[src/rtl/uart_sleep_pkg.sv]
package uart_sleep_pkg;

    localparam int MSR_W = 8;

    typedef struct packed {
        logic asleep;
        logic armed;
        logic rx_prev;
        logic wake_irq;
    } chan_state_t;

endpackage

[src/rtl/uart_sleep_chan.sv]
module uart_sleep_chan
    import uart_sleep_pkg::*;
(
    input  logic             clk,
    input  logic             rst_n,
    input  logic             en_i,
    input  logic             irda_i,
    input  logic             rx_i,
    input  logic             int_pend_i,
    input  logic [MSR_W-1:0] msr_i,
    input  logic             tx_load_i,
    input  logic             wake_clr_i,
    output logic             asleep_o,
    output logic             wake_irq_o,
    output logic             stay_o
);

    chan_state_t st_d, st_q;
    logic rx_idle, rx_start, wake_ev, idle_ok;

    always_comb begin
        rx_idle  = irda_i ? !rx_i : rx_i;
        rx_start = irda_i ? (!st_q.rx_prev && rx_i) : (st_q.rx_prev && !rx_i);
        wake_ev  = rx_start || tx_load_i || (|msr_i[MSR_W-1:MSR_W/2]);
        idle_ok  = en_i && !int_pend_i && !st_q.wake_irq && rx_idle
                   && (msr_i[MSR_W/2-1:0] == '0);

        st_d         = st_q;
        st_d.rx_prev = rx_i;
        if (wake_clr_i) st_d.wake_irq = 1'b0;

        if (st_q.asleep) begin
            st_d.armed = 1'b0;
            if (!en_i) begin
                st_d.asleep = 1'b0;
            end else if (wake_ev) begin
                st_d.asleep   = 1'b0;
                st_d.wake_irq = 1'b1;
            end
        end else begin
            st_d.armed  = idle_ok && !wake_ev;
            st_d.asleep = st_q.armed && idle_ok && !wake_ev;
        end
    end

    always_ff @(posedge clk or negedge rst_n) begin
        if (!rst_n) st_q <= '{asleep: 1'b0, armed: 1'b0, rx_prev: 1'b1, wake_irq: 1'b0};
        else        st_q <= st_d;
    end

    assign asleep_o   = st_q.asleep;
    assign wake_irq_o = st_q.wake_irq;
    assign stay_o     = st_q.asleep && en_i && !wake_ev;

    p_entry_needs_quiet_r2: assert property (@(posedge clk) disable iff (!rst_n)
        $rose(st_q.asleep) |-> $past(en_i && !int_pend_i && msr_i[MSR_W/2-1:0] == '0));

    p_wake_beats_entry_r9: assert property (@(posedge clk) disable iff (!rst_n)
        (!st_q.asleep && tx_load_i) |=> !st_q.asleep);

    p_load_wakes_irq_r6: assert property (@(posedge clk) disable iff (!rst_n)
        (st_q.asleep && en_i && tx_load_i) |=> (!st_q.asleep && st_q.wake_irq));

    p_disable_wakes_r10: assert property (@(posedge clk) disable iff (!rst_n)
        (st_q.asleep && !en_i) |=> !st_q.asleep);

endmodule

[src/rtl/uart_sleep_settle.sv]
module uart_sleep_settle #(
    parameter int SETTLE_CYCLES = 32
) (
    input  logic clk,
    input  logic rst_n,
    input  logic all_asleep_i,
    input  logic leave_i,
    output logic ready_o
);

    localparam int CNT_W = $clog2(SETTLE_CYCLES + 1);

    logic [CNT_W-1:0] cnt_d, cnt_q;

    always_comb begin
        cnt_d = cnt_q;
        if (all_asleep_i && leave_i)  cnt_d = CNT_W'(SETTLE_CYCLES);
        else if (cnt_q != '0)         cnt_d = cnt_q - 1'b1;
    end

    always_ff @(posedge clk or negedge rst_n) begin
        if (!rst_n) cnt_q <= '0;
        else        cnt_q <= cnt_d;
    end

    assign ready_o = !all_asleep_i && (cnt_q == '0);

    p_settle_starts_full_r8: assert property (@(posedge clk) disable iff (!rst_n)
        (all_asleep_i && leave_i) |=> !ready_o);

endmodule

[src/rtl/uart_sleep_ctrl.sv]
module uart_sleep_ctrl
    import uart_sleep_pkg::*;
#(
    parameter int NUM_CH        = 2,
    parameter int CFG_W         = 8,
    parameter int SETTLE_CYCLES = 32
) (
    input  logic                    clk,
    input  logic                    rst_n,
    input  logic [CFG_W-1:0]        sleep_cfg,
    input  logic [NUM_CH-1:0]       irda,
    input  logic [NUM_CH-1:0]       rx,
    input  logic [NUM_CH-1:0]       int_pend,
    input  logic [NUM_CH*MSR_W-1:0] msr,
    input  logic [NUM_CH-1:0]       tx_load,
    input  logic [NUM_CH-1:0]       wake_clr,
    output logic [NUM_CH-1:0]       asleep,
    output logic [NUM_CH-1:0]       wake_irq,
    output logic                    osc_en,
    output logic                    ready
);

    logic [NUM_CH-1:0] stay;
    logic              all_asleep;

    for (genvar i = 0; i < NUM_CH; i++) begin : g_ch
        uart_sleep_chan u_chan (
            .clk        (clk),
            .rst_n      (rst_n),
            .en_i       (sleep_cfg[i]),
            .irda_i     (irda[i]),
            .rx_i       (rx[i]),
            .int_pend_i (int_pend[i]),
            .msr_i      (msr[i*MSR_W +: MSR_W]),
            .tx_load_i  (tx_load[i]),
            .wake_clr_i (wake_clr[i]),
            .asleep_o   (asleep[i]),
            .wake_irq_o (wake_irq[i]),
            .stay_o     (stay[i])
        );
    end

    assign all_asleep = &asleep;
    assign osc_en     = !(&stay);

    uart_sleep_settle #(.SETTLE_CYCLES(SETTLE_CYCLES)) u_settle (
        .clk          (clk),
        .rst_n        (rst_n),
        .all_asleep_i (all_asleep),
        .leave_i      (!(&stay)),
        .ready_o      (ready)
    );

    p_osc_off_all_r7: assert property (@(posedge clk) disable iff (!rst_n)
        !osc_en |-> all_asleep);

    p_ready_low_asleep_r8: assert property (@(posedge clk) disable iff (!rst_n)
        all_asleep |-> !ready);

endmodule

[config.mk]
export PLATFORM = sky130hd
export DESIGN_NAME = uart_sleep_ctrl
export DESIGN_NICKNAME = d
export VERILOG_FILES = /design/src/rtl/uart_sleep_pkg.sv /design/src/rtl/uart_sleep_chan.sv /design/src/rtl/uart_sleep_settle.sv /design/src/rtl/uart_sleep_ctrl.sv
export SDC_FILE = /design/constraint.sdc
export NUM_CORES = 1
export LEC_CHECK = 0
export BUFFER_PORTS_ARGS = -buffer_cell sky130_fd_sc_hd__clkbuf_2
export CORE_MARGIN = 4
export CORE_UTILIZATION = 38
export DETAILED_ROUTE_END_ITERATION = 8
export HOLD_SLACK_MARGIN = 0.12
export PLACE_DENSITY_LB_ADDON = 0.05
export SLEW_MARGIN = 20
export SYNTH_ARGS = -nofsm -noshare
export SYNTH_HDL_FRONTEND = slang
export SYNTH_HIERARCHICAL = 1
export SYNTH_SLANG_ARGS = --single-unit
[constraint.sdc]
create_clock -name clk -period 1.4 [get_ports clk]
set_input_delay 0.14 -clock clk [delete_from_list [all_inputs] [get_ports clk]]
set_output_delay 0.14 -clock clk [all_outputs]
set_load 0.02 [all_outputs]
==> results of run 1 <==
## worst max-delay path, stage by stage, from the launching register on
cell	delay [ns]
dfstp_2	0.54
or3b_1	0.34
nand4_1	0.12
nor2_2	0.06
nand2_2	0.06
buf_6	0.09
buf_8	0.10
## routing by layer
| layer | vias to the layer above | wire length, um |
|---|---|---|
| met5 | - | 0 |
| met2 | 27 | 1170 |
| li1 | 425 | - |
| met1 | 381 | 772 |
| met4 | 0 | 56 |
| met3 | 8 | 121 |
## cells by family after synthesis
group,count (synthesis),synth area share (%)
AOI/OAI and AO/OA,15,11.94
DFF,14,46.77
and+or+nand+nor,45,32.51
xor gates and xnor gates,2,2.322
buffers and inverters,6,3.151
adders and majority gates,2,3.316
## worst max path at each step
stage / from / to / slack [ns]
2_1_floorplan: g_ch[1].u_chan/st_q[1] / u_settle/cnt_q[1] / -0.22
3_3_place_gp: g_ch[0].u_chan/st_q[1] / u_settle/cnt_q[5] / -0.19
3_5_place_dp: g_ch[0].u_chan/st_q[1] / u_settle/cnt_q[5] / -0.22
4_1_cts: g_ch[0].u_chan/st_q[1] / osc_en / -0.39
5_1_grt: g_ch[0].u_chan/st_q[1] / osc_en / -0.40
6_report: g_ch[0].u_chan/st_q[1] / osc_en / -0.33
## stage by stage
step	TNS, ns	total power (W)
final	-1.460	0.0007865
after floorplan	-0.9016	0.0004330
after detailed placement	-1.231	0.0004879
after global routing	-2.144	0.0008223
after global placement	-1.097	0.0004856
after CTS	-1.684	0.0008017
## report_power, final
group / leakage [nW] / internal (W) / switching, W
logic: 0.409 / 0.0000521 / 0.0000342
registers: 0.174 / 0.000409 / 0.00000120
clock network: 0.0210 / 0.000158 / 0.000132
total: 0.605 / 0.000620 / 0.000167
## synth_stat cells
library cell,number
nand3b_1,2
nor4_1,3
a31o_2,1
and2_1,1
nor3b_1,1
and2_0,1
inv_1,5
xor2_1,2
o31ai_1,1
nand3_1,4
a21oi_1,6
or3b_1,3
or2_4,1
a21o_1,2
or4_1,1
o21ai_0,4
o41ai_1,1
nand2_1,7
buf_2,1
and2b_2,1
nor2_1,10
dfstp_2,2
dfrtp_1,12
nor2b_1,1
ha_1,2
nor3_1,5
nand4_1,4
## cell type report
cell class | count | area, um^2
fillers | 155 | 549.3
clock buffers | 4 | 36.28
repair buffers | 58 | 387.9
multi-input cells | 64 | 425.4
inverters | 5 | 18.77
flip-flops and latches | 14 | 352.8
well taps | 25 | 31.28
## flip-flops by register name, indices dropped and copies added (netlist names)
| register | count |
|---|---|
| g_ch.u_chan/wake_irq_o | 2 |
| g_ch.u_chan/st_q | 4 |
| u_settle/cnt_q | 6 |
| g_ch.u_chan/asleep_o | 2 |
## timing repair
item	in CTS	in global routing
pin swaps	3	2
hold buffers	8	0
setup buffers	4	0
hold endpoints to repair	20	0
gates resized for setup	13	7
endpoints found under the setup margin	8	9
==> qor.yml, run 1 <==
outcome:
  status: "finished with violations"
  violations: "negative setup slack"
floorplanning:
  num_rows: 15
  die_w_um: 52.56
  initial_utilization_pct: 41.88
  core_area_mm2: 0.001802
  fp.dieH_um: 52.56
  die_area_mm2: 0.002763
  io-pin-count: 42
drt:
  wirelength_um: 2120
  vias: 841
  vias_per_cell: 4.947
  drtIter0Drc: 14
  drtAntennaViolNets: 0
  drc: 0
  routedWlPerCell_um: 12.47
  drt_pre_antenna_iters: 4
placement:
  placed_area_mm2: 0.001041
  pre_cts_slack_ns: -0.2168
  gp_congestion: 0.8598
  portBuffers: 35
  dp_hpwl_um: 1523
  dp_cells: 154
synth:
  syn_inst: 84
  netlist.area_leader.share_pct: 39.80
  synth_seq_cells: 14
  syn_area_um2: 754.5
  synth_seq_area_share_pct: 46.77
  synth_top_area_cell: "dfrtp_1"
  synth.distinct_cells: 27
  ys_top_cells_by_area: "dfrtp_1, dfstp_2, nor2_1, a21oi_1, nand2_1"
  synthesis.nets: 122
  syn_area_per_cell_um2: 8.982
  synth.yosys.warnings: 6
hold_path:
  worstHoldPathType: "input pin to flop"
  hold_depth: 4
  hold_end: "g_ch[1].u_chan/st_q[2]"
  min_from: "msr[14]"
clock_tree:
  clk_pin_slew_worst_paths_ns: 0.09
  cts_buffers: 3
  cts_tree: "done"
  root_buffer: "clkbuf_4"
  cts_max_path_buffers: 2
  clock_latency_ns: 0.28
  htreeDepth: 1
  clock-sinks: 14
grt:
  grtUsageMet3_pct: 3.419
  grt.busiest_layer: "met2"
  grt-ovfl-total: 0
  grt_usage_pct: 16.89
  grt_pass1_vias: 848
  met1_usage_pct: 18.45
  antenna_found_initial: 0
  grt_pass1_wl_um: 3408
  use_met2_pct: 30.99
  grt_max_degree: 15
cells_and_area:
  syn_to_final_growth_pct: 66.00
  drive_gt1_share_pct: 48.28
  fin_cells: 170
  most-common-layout-cells: "clkbuf_2, buf_4, dfrtp_1"
  utilization_pct: 69.51
  final_common_cell: "clkbuf_2"
  layout.nets: 184
  antenna_cells: 0
  design_area_mm2: 0.001252
timing:
  fin_crit_sh_pct: 123.5
  hold_viol: 0
  finalCriticalPeriod_ns: 1.729
  rsz0062_at_grt: "yes"
  finalMaxSlewViolations: 0
  relSlewSlack_pct: 65.88
  setup_ws_ns: -0.3293
  tightest_slew_ns: 0.5071
  whs_ns: 0.1327
  fmax_mhz: 578.3
  setup_viol: 9
  fin_skew_ns: 0.003157
power_and_ir_drop:
  leakage_nw: 0.6046
  power.density_mw_per_mm2: 628.0
  vdd_drop_max_mv: 0.4756
worst_setup_path:
  worstPathRequired_ns: 1.26
  start_kind: "flop"
  rr_worst_depth: 8
  criticalPathCategory: "flop to output pin"
  rr_endpoint: "u_settle/cnt_q[5]"
  end_kind: "output pin"
  crit_arrival_ns: 1.59
  timing.rr.start: "g_ch[1].u_chan/st_q[1]"
  path_max_fanout: 2
  rrSetupSlack_ns: -0.19
run:
  cap_violations: 0
Power figures use the tool's default switching activity.
==> run 2, diff against run 1 <==
PLACE_DENSITY_LB_ADDON = 0.15   (was 0.05)
SETUP_SLACK_MARGIN = 0.3   (was unset)
==> qor.yml, run 2 (synthesis results as in run 1) <==
power_and_ir_drop:
  clkPwrFrac_pct: 36.9
  p_int_w: 0.0006243
  power.density_mw_per_mm2: 601.7
  swShare_pct: 22.85
  power.switching_w: 0.0001849
  p_comb_share_pct: 12.3
  p_total_w: 0.0008093
  leakage_nw: 0.6328
  vdd_drop_max_mv: 0.8075
  power_frac_seq_pct: 50.8
drt:
  drt_pre_antenna_iters: 4
  drtAntennaViolNets: 0
  drc: 0
  drtIter0Drc: 9
  wirelength_um: 2573
  vias: 918
  routedWlPerCell_um: 14.70
  vias_per_cell: 5.246
cells_and_area:
  layout.nets: 189
  most-common-layout-cells: "clkbuf_2, buf_4, dfrtp_1"
  fillerInstances: 127
  largest_register_ffs: 6
  drive_gt1_share_pct: 56.67
  design_area_mm2: 0.001345
  regMostFlops: "u_settle/cnt_q"
  multi_input_area_um2: 462.9
  syn_to_final_growth_pct: 78.28
  antenna_cells: 0
  reg_top3: "u_settle/cnt_q x6, g_ch.u_chan/st_q x4"
  final_common_cell: "clkbuf_2"
  seqCellArea_um2: 355.3
hold_path:
  min_from: "msr[4]"
  hold_depth: 4
  hold_end: "g_ch[0].u_chan/st_q[2]"
  worstHoldPathType: "input pin to flop"
grt:
  grt.busiest_layer: "met2"
  grt_pass1_wl_um: 3532
  grt_usage_pct: 17.21
  grtUsageMet3_pct: 5.983
  grt_max_degree: 15
  antenna_found_initial: 0
  grt-ovfl-total: 0
  use_met2_pct: 28.72
  met1_usage_pct: 20.99
  grt_pass1_vias: 832
floorplanning:
  die_w_um: 52.56
  io-pin-count: 42
  fp.dieH_um: 52.56
  die_area_mm2: 0.002763
  num_rows: 15
  initial_utilization_pct: 41.88
  core_area_mm2: 0.001802
worst_setup_path:
  rr_worst_depth: 8
  rrSetupSlack_ns: -0.36
  rr_endpoint: "u_settle/cnt_q[1]"
  start_kind: "flop"
  crit_arrival_ns: 1.67
  worstPathRequired_ns: 1.26
  end_kind: "output pin"
  path_max_fanout: 2
  criticalPathCategory: "flop to output pin"
  timing.rr.start: "g_ch[0].u_chan/st_q[1]"
placement:
  pre_cts_slack_ns: -0.1920
  placed_area_mm2: 0.001056
  portBuffers: 35
  gp_congestion: 0.8109
  dp_hpwl_um: 1532
timing:
  fin_crit_sh_pct: 129.1
  relSlewSlack_pct: 68.63
  hold_viol: 0
  setup_viol: 10
  finalCriticalPeriod_ns: 1.807
  setup_ws_ns: -0.4074
  finalMaxSlewViolations: 0
  whs_ns: 0.1189
  tightest_slew_ns: 0.4662
  rsz0062_at_grt: "yes"
  fin_skew_ns: 0.007307
  fmax_mhz: 553.3
clock_tree:
  cts_buffers: 3
  clock-sinks: 14
  clock_latency_ns: 0.28
  cts_tree: "done"
  clk_pin_slew_worst_paths_ns: 0.09
  cts_max_path_buffers: 2
  root_buffer: "clkbuf_4"
  htreeDepth: 1
outcome:
  violations: "negative setup slack"
  status: "finished with violations"
run:
  cap_violations: 0
[run 2: cell count changes in the layout (fill, tap and decap cells not counted), sizes merged]
| cell | previous run | this run |
|---|---|---|
| buf | 17 | 24 |
| clkbuf | 37 | 36 |
| dlygate4sd3 | 8 | 7 |
[run 2: power by group through the flow]
stage | sequential (W) | combinational [W] | clock, W
after global placement | 0.000418 | 0.0000696 | 0
final | 0.000411 | 0.0000997 | 0.000299
after detailed placement | 0.000418 | 0.0000722 | 0
after global routing | 0.000411 | 0.000110 | 0.000324
after CTS | 0.000410 | 0.0000897 | 0.000303
after floorplan | 0.000418 | 0.0000152 | 0
[run 2: worst max-delay path by stage]
stage / startpoint / cells after the start / endpoint / slack [ns]
floorplan: g_ch[1].u_chan/st_q[1] / 8 / u_settle/cnt_q[1] / -0.22
global placement: g_ch[0].u_chan/st_q[1] / 7 / u_settle/cnt_q[0] / -0.16
detailed placement: g_ch[0].u_chan/st_q[1] / 7 / u_settle/cnt_q[3] / -0.19
CTS: g_ch[0].u_chan/st_q[1] / 6 / osc_en / -0.36
global route: g_ch[1].u_chan/st_q[1] / 6 / osc_en / -0.44
finish: g_ch[0].u_chan/st_q[1] / 6 / osc_en / -0.41
[run 2: per-layer routing]
metal	up-vias	wire length [um]
li1	432	-
met1	446	937
met2	32	1427
met3	8	138
met4	0	71
met5	-	0
[run 2: per-stage QoR]
stage                     setup TNS [ns]  utilization, %  instances
after CTS                         -1.554           67.99        169
after global placement            -1.033           58.61        156
after global routing              -2.965           74.65        175
after floorplan                  -0.9016               -         84
after detailed placement          -1.286           58.61        156
final                             -2.513           74.65        175
[run 2: area by class of cell]
class,count,share of cell area [%]
inverter,5,1.395
tap,25,2.326
timing repair buffer,63,32.74
multi-input combinational,64,34.42
sequential,14,26.42
clock buffer,4,2.698
[run 2: worst max-delay path: stages, from the launching register on]
cell and delay, ns:
dfstp_2 0.54, or3b_1 0.35, nand4_1 0.12, nor2_2 0.07, nand2_2 0.09, buf_6 0.11, buf_8 0.10
[run 2: repair_timing]
action	in CTS	in global routing
endpoints found under the setup margin	13	15
setup buffers	2	6
cloned	0	0
hold buffers	7	0
hold endpoints to repair	19	0
resized for setup	14	22
pin swaps	1	6
